`src/rtl/rx_bist_balance.sv`:
```
module rx_bist_balance #(
    parameter int LIMIT = 16
) (
    input  logic clk,
    input  logic rst,
    input  logic clr,
    input  logic good,
    input  logic bad,
    output logic hit_o
);
    localparam int CW = $clog2(LIMIT + 1);
    localparam logic [CW-1:0] TOP = CW'(LIMIT - 1);

    logic [CW-1:0] cnt_q;

    assign hit_o = bad && (cnt_q == TOP);

    always_ff @(posedge clk) begin
        if (rst || clr || hit_o)
            cnt_q <= '0;
        else if (bad)
            cnt_q <= cnt_q + 1'b1;
        else if (good && cnt_q != '0)
            cnt_q <= cnt_q - 1'b1;
    end

    AST_BAL_BOUND: assert property (@(posedge clk) disable iff (rst)
        cnt_q < CW'(LIMIT));
    AST_NO_UNDERFLOW: assert property (@(posedge clk) disable iff (rst)
        (good && !bad && !clr && cnt_q == '0) |=> cnt_q == '0);

endmodule

```
`config.mk`:
```
export PLATFORM = sky130hd
export DESIGN_NAME = rx_bist_balance
export DESIGN_NICKNAME = d
export VERILOG_FILES = /design/src/rtl/rx_bist_balance.sv
export SDC_FILE = /design/constraint.sdc
export NUM_CORES = 1
export LEC_CHECK = 0
export CORE_AREA = 2 2 39 41
export CTS_CLUSTER_SIZE = 14
export DETAILED_ROUTE_END_ITERATION = 7
export DIE_AREA = 0 0 41 43
export PLACE_DENSITY = 0.57
export REMOVE_ABC_BUFFERS = 1
export SLEW_MARGIN = 10
export SYNTH_ARGS = -nofsm -noshare
export SYNTH_HDL_FRONTEND = slang
export SYNTH_SLANG_ARGS = --single-unit
```
`constraint.sdc`:
```
create_clock -name clk -period 3.7 [get_ports clk]
set_input_delay 0.74 -clock clk [delete_from_list [all_inputs] [get_ports clk]]
set_output_delay 0.74 -clock clk [all_outputs]
set_load 0.01 [all_outputs]
```
==> results of run 1 <==
[cells in the final DEF, fill, tap and decap left out]
cell / count
o21ai_0: 1
clkinv_2: 1
a21o_1: 2
a211o_1: 1
mux2i_1: 1
o41ai_4: 1
dfxtp_1: 5
inv_1: 2
xnor2_1: 3
nor3_1: 2
a21oi_1: 2
nor2b_1: 1
fa_1: 1
a31oi_4: 1
a2111oi_2: 1
clkbuf_4: 3
nor2_1: 6
a211oi_1: 2
and4_2: 1
nand2b_1: 1
clkdlybuf4s50_1: 5
nor4_1: 1
nand2_1: 2
o211a_1: 1
ha_1: 3
[where the power goes]
part	switching, mW	leakage [nW]	internal [mW]
Clock	0.0233	0.0177	0.0391
Sequential	0.00561	0.0408	0.0581
Combinational	0.0252	0.149	0.0249
Total	0.0541	0.208	0.122
[layer usage]
| layer | vias up | GRT usage [%] | part of all wire, % | wire [um] |
|---|---|---|---|---|
| met4 | 0 | 2.00 | 0 | 0 |
| met5 | - | 0 | 0 | 0 |
| met3 | 0 | 7.85 | 9.3 | 65 |
| met2 | 8 | 12.8 | 45 | 313 |
| li1 | 170 | - | - | - |
| met1 | 143 | 11.3 | 46 | 322 |
[how the worst min path moves through the flow]
stage / from / to / slack [ns] / cells after the start
final: cnt_q[2]$_SDFFE_PP0P_ / cnt_q[2]$_SDFFE_PP0P_ / 0.54 / 2
after global routing: cnt_q[2]$_SDFFE_PP0P_ / cnt_q[2]$_SDFFE_PP0P_ / 0.58 / 2
after CTS: cnt_q[2]$_SDFFE_PP0P_ / cnt_q[2]$_SDFFE_PP0P_ / 0.54 / 2
after detailed placement: cnt_q[2]$_SDFFE_PP0P_ / cnt_q[2]$_SDFFE_PP0P_ / 0.53 / 2
after global placement: cnt_q[2]$_SDFFE_PP0P_ / cnt_q[2]$_SDFFE_PP0P_ / 0.53 / 2
after floorplan: cnt_q[2]$_SDFFE_PP0P_ / cnt_q[2]$_SDFFE_PP0P_ / 0.51 / 2
[synthesized netlist by cell type, types with 2 or more instances]
| cell type | instances | area, sq um |
|---|---|---|
| a211oi_1 | 2 | 15.0 |
| a21o_1 | 2 | 15.0 |
| a21oi_1 | 2 | 10.0 |
| dfxtp_1 | 5 | 100 |
| ha_1 | 3 | 37.5 |
| inv_1 | 2 | 7.51 |
| nand2_1 | 2 | 7.51 |
| nor2_1 | 6 | 22.5 |
| nor3_1 | 2 | 10.0 |
| xnor2_1 | 3 | 26.3 |
[per-stage QoR]
| stage | utilization [%] | instances | setup slack, ns |
|---|---|---|---|
| CTS | 35.8 | 66 | 0.795 |
| global route | 35.8 | 66 | 0.673 |
| floorplan | - | 41 | 1.49 |
| detailed placement | 33.8 | 62 | 0.787 |
| global placement | 33.8 | 62 | 0.775 |
| finish | 35.8 | 66 | 0.806 |
[worst register-to-register path: cells and delay by family, from the launching register on]
kind	cells	cell delay, ns
flops	1	0.36
compound gates	4	0.87
fa+ha+maj	1	0.44
[cell type report]
| cell class | count | area (sq um) |
|---|---|---|
| multi-input cells | 34 | 290 |
| inverters | 2 | 7.51 |
| flip-flops and latches | 5 | 100 |
| repair buffers | 5 | 50.0 |
| clock inverters | 1 | 5.00 |
| clock buffers | 3 | 22.5 |
| well taps | 16 | 20.0 |
| fillers | 139 | 888 |
[kinds of logic after synthesis]
family,after synthesis
AO/OA/AOI/OAI,12
XOR/XNOR,3
adder cells (fa/ha/maj),4
buffers and inverters,2
flip-flops,5
multiplexers,1
AND/OR/NAND/NOR,14
==> flow_summary.ini, run 1 <==
[worst_setup_path]
endpoint = hit_o
r2r_start = cnt_q[0]$_SDFFE_PP0P_
critPathMostFrequentCell = clkdlybuf4s50_1
crit_fanout = 5
slowest_delay_ns = 0.58
r2r_slack_ns = 1.91
path_class = primary input to primary output
cp.required_ns = 2.96
worst_r2r_path_depth = 5
cpMaxStageDelayCell = clkdlybuf4s50_1
reg2reg_to = cnt_q[4]$_SDFFE_PP0P_
path_buf_inv = 2
cp.depth = 4
crit_start = bad
path_cells = clkdlybuf4s50_1 > nand2_1 > nor4_1 > clkdlybuf4s50_1
cp.arrival_ns = 2.15
cpLargestDelayFamily = buffers and inverters
end_kind = primary output
critPathLaunchType = primary input

[placement]
port_buffers = 5
finalWeightedCongestion = 0.669
dpl_cell_area_sq_um = 468
post-dp-hpwl_um = 577

[power]
leakage_nw = 0.208
powerDensity_mw_per_mm2 = 356
p_total_uw = 176
ir_drop_mv = 0.149

[global_route]
grt_pass1_wl_um = 1090
overflow = 0
track_usage_pct = 9.44
grt_pass1_vias = 288
antenna_found_initial = 0
grt_max_degree = 7

[final_layout]
area_delta_synth_final_pct = 24.5
final_area_sq_um = 495
drive_above_1_share_pct = 16.0
largest_reg_flops = 5
largest-register = cnt_q
top_regs = cnt_q (5)
nets = 60
num_antenna_cells = 0

[logic_synthesis]
syn_avg_cell_area_sq_um = 9.70
synth_xor_area_share_pct = 6.60
synth_edf_count = 0
yosysWarnings = 0
yosysSeqAreaShare_pct = 25.2
synth-compound-area-share_pct = 32.1
synth-simple-area-share_pct = 17.3
syn_area_sq_um = 398
synthMuxAreaShare_pct = 2.52
synthAdderAreaFrac_pct = 14.5
synthFlopType = dfxtp_1
synth-seq-cells = 5
synth_top_family_by_area = compound AO/OA/AOI/OAI gates
async_reset_ff_share_pct = 0
ys_types = 22
syn_inst = 41

[sta]
finalCriticalPeriod_ns = 2.89
fin_crit_sh_pct = 78.2
tightest_slew_ns = 0.449
rsz0062_at_grt = false
setup-tns-final_ns = 0
finalMaxSlewViolations = 0
finalHoldViolCount = 0
setup_viol = 0
fin_skew_ns = 0.00449
max_freq_mhz = 346
timing.hold.ws_ns = 0.542
maxSlewHeadroom_pct = 70.0

[floorplan]
die_h_um = 43
initial_core_util_pct = 28.8
core-area_sq_mm = 0.00138
dieWidth_um = 41
fp-row-count = 14
io_pins = 6
die_area_sq_mm = 0.00176

[detailed_routing]
drtIter0Drc = 6
drt-wirelength-per-cell_um = 10.6
dr_total_vias = 321
dr.pass1.iters = 4
viasPerCell = 4.86
finalWirelength_um = 700
final_antenna_net_count = 0
drc = 0

[cts]
cts_buffer_depth = 2
clk_pin_slew_ns = 0.05
htreeDepth = 1
clk_latency_ns = 0.24
cts.sink_count = 5
cts_setup_buffers = 0
cts_tree = done
cts_buffers = 3
cts_resized = 0
cts_hold_buf = 0
cts_root_buf = clkbuf_4

[job]
max_cap_violations = 0

[run_status]
status = complete, no violations

[worst_hold_path]
hp-class = register to register
No activity file was read; power rests on OpenSTA's default activity.
==> inputs of run 2 (changes only) <==
Settings changed: PLACE_DENSITY 0.57 to 0.59.
Clock period 3.7 ns to 2.3 ns, I/O delays scaled along.
==> run 2 against run 1 <==
Net effect: critical path depth increased by 2; combinational power increased by 100%; clock skew decreased by 0.00068 ns; die area unchanged; sequential share of layout area decreased by 2.4 points; count of clock-buffer cells in the layout unchanged; design area increased by 14%; first-iteration DRC count decreased by 17%; core utilization increased by 4.9 points.
==> flow_summary.ini, run 2 (synthesis gave the netlist of run 1 again) <==
[detailed_routing]
dr.pass1.iters = 4
viasPerCell = 4.95
drc = 0
finalWirelength_um = 806
drtIter0Drc = 5
dr_total_vias = 366
final_antenna_net_count = 0
drt-wirelength-per-cell_um = 10.9

[cts]
cts_root_buf = clkbuf_4
cts_buffer_depth = 2
cts_tree = done
htreeDepth = 1
clk_latency_ns = 0.25
cts_buffers = 3
clk_pin_slew_ns = 0.05
cts.sink_count = 5
cts_hold_buf = 0

[worst_setup_path]
cpLargestDelayFamily = compound AO/OA/AOI/OAI gates
path_class = primary input to register
cpMaxStageDelayCell = clkdlybuf4s50_1
end_kind = register
slowest_delay_ns = 0.48
path_buf_inv = 2
path_cells = clkdlybuf4s50_1 > inv_1 > fa_1 > a211o_1 > o211a_1 > a2111oi_2
crit_fanout = 2
cp.required_ns = 2.44
critPathLaunchType = primary input
cp.arrival_ns = 2.31

[run_status]
status = complete, no violations

[final_layout]
fillers = 141
final_area_sq_um = 563
drive_above_1_share_pct = 31.0
nets = 68
multiInputGateArea_sq_um = 299
utilization_pct = 40.7
register_area_sq_um = 100
layout_common_cells = buf_4, nor2_1, dfxtp_1
top_regs = cnt_q (5)
num_antenna_cells = 0
mostFrequentLayoutCell = buf_4
largest_reg_flops = 5
area_delta_synth_final_pct = 41.5
largest-register = cnt_q

[worst_hold_path]
hp-class = register to register

[floorplan]
die_area_sq_mm = 0.00176
fp-row-count = 14
die_h_um = 43
io_pins = 6
initial_core_util_pct = 28.8
dieWidth_um = 41
core-area_sq_mm = 0.00138

[sta]
fin_crit_sh_pct = 94.5
setup_viol = 0
max_freq_mhz = 460
finalCriticalPeriod_ns = 2.17
rsz0062_at_grt = false
maxSlewHeadroom_pct = 69.8
finalHoldViolCount = 0
timing.hold.ws_ns = 0.534
tightest_slew_ns = 0.450
finalMaxSlewViolations = 0
fin_skew_ns = 0.00381

[global_route]
overflow = 0
track_usage_pct = 12.3
grt_pass1_wl_um = 1460
grt_max_degree = 7
antenna_found_initial = 0
grt_pass1_vias = 350

[power]
ir_drop_mv = 0.274
powerDensity_mw_per_mm2 = 543
leakage_nw = 0.253

[placement]
port_buffers = 5
dpl_cell_area_sq_um = 528
finalWeightedCongestion = 0.671

[job]
max_cap_violations = 0
==> run 2: per-layer routing <==
metal	vias to the layer above	global-route usage, %	wire [um]
met5	-	0	0
met4	0	8.00	21
met3	2	1.57	33
met2	8	16.9	379
met1	167	17.3	372
li1	189	-	-
==> run 2: repair_timing <==
| action | 4_1_cts | 5_1_grt |
|---|---|---|
| buffers inserted | 0 | 0 |
| resized for setup | 1 | 3 |
| endpoints found under the setup margin | 1 | 1 |
==> run 2: layout make-up <==
type,instances,share of cell area (%)
multi-input cells,34,53.1
repair buffers,13,19.3
well taps,16,3.56
clock inverters,1,0.889
inverters,2,1.33
flip-flops and latches,5,17.8
clock buffers,3,4.00
==> run 2: stage by stage <==
| step | instances | setup WS, ns | power [mW] | setup TNS, ns |
|---|---|---|---|---|
| 2_1_floorplan | 41 | 0.368 | 0.165 | 0 |
| 3_3_place_gp | 70 | -0.117 | 0.200 | -0.207 |
| 3_5_place_dp | 70 | -0.157 | 0.201 | -0.208 |
| 4_1_cts | 74 | 0.0860 | 0.307 | 0 |
| 5_1_grt | 74 | 0.0241 | 0.326 | 0 |
| 6_report | 74 | 0.126 | 0.306 | 0 |
==> run 2: worst min-delay path, delay by kind of cell (launching register included) <==
kind	cells	cell delay [ns]
flops	1	0.33
compound gates	1	0.05
simple gates	1	0.11
==> run 2: where the power goes <==
part / internal, mW / switching (mW) / total, mW
sequential: 0.0934 / 0.00932 / 0.103
combinational: 0.0538 / 0.0470 / 0.101
clock: 0.0631 / 0.0393 / 0.102
total: 0.210 / 0.0956 / 0.306
==> run 2: worst paths after layout <==
check                              from  cells past startpoint  slack [ns]               endpoint
setup reg to reg  cnt_q[0]$_SDFFE_PP0P_                      4        0.52  cnt_q[4]$_SDFFE_PP0P_
setup / recovery                    bad                      6        0.13  cnt_q[4]$_SDFFE_PP0P_
hold reg to reg   cnt_q[2]$_SDFFE_PP0P_                      2        0.53  cnt_q[2]$_SDFFE_PP0P_
hold / removal    cnt_q[2]$_SDFFE_PP0P_                      2        0.53  cnt_q[2]$_SDFFE_PP0P_
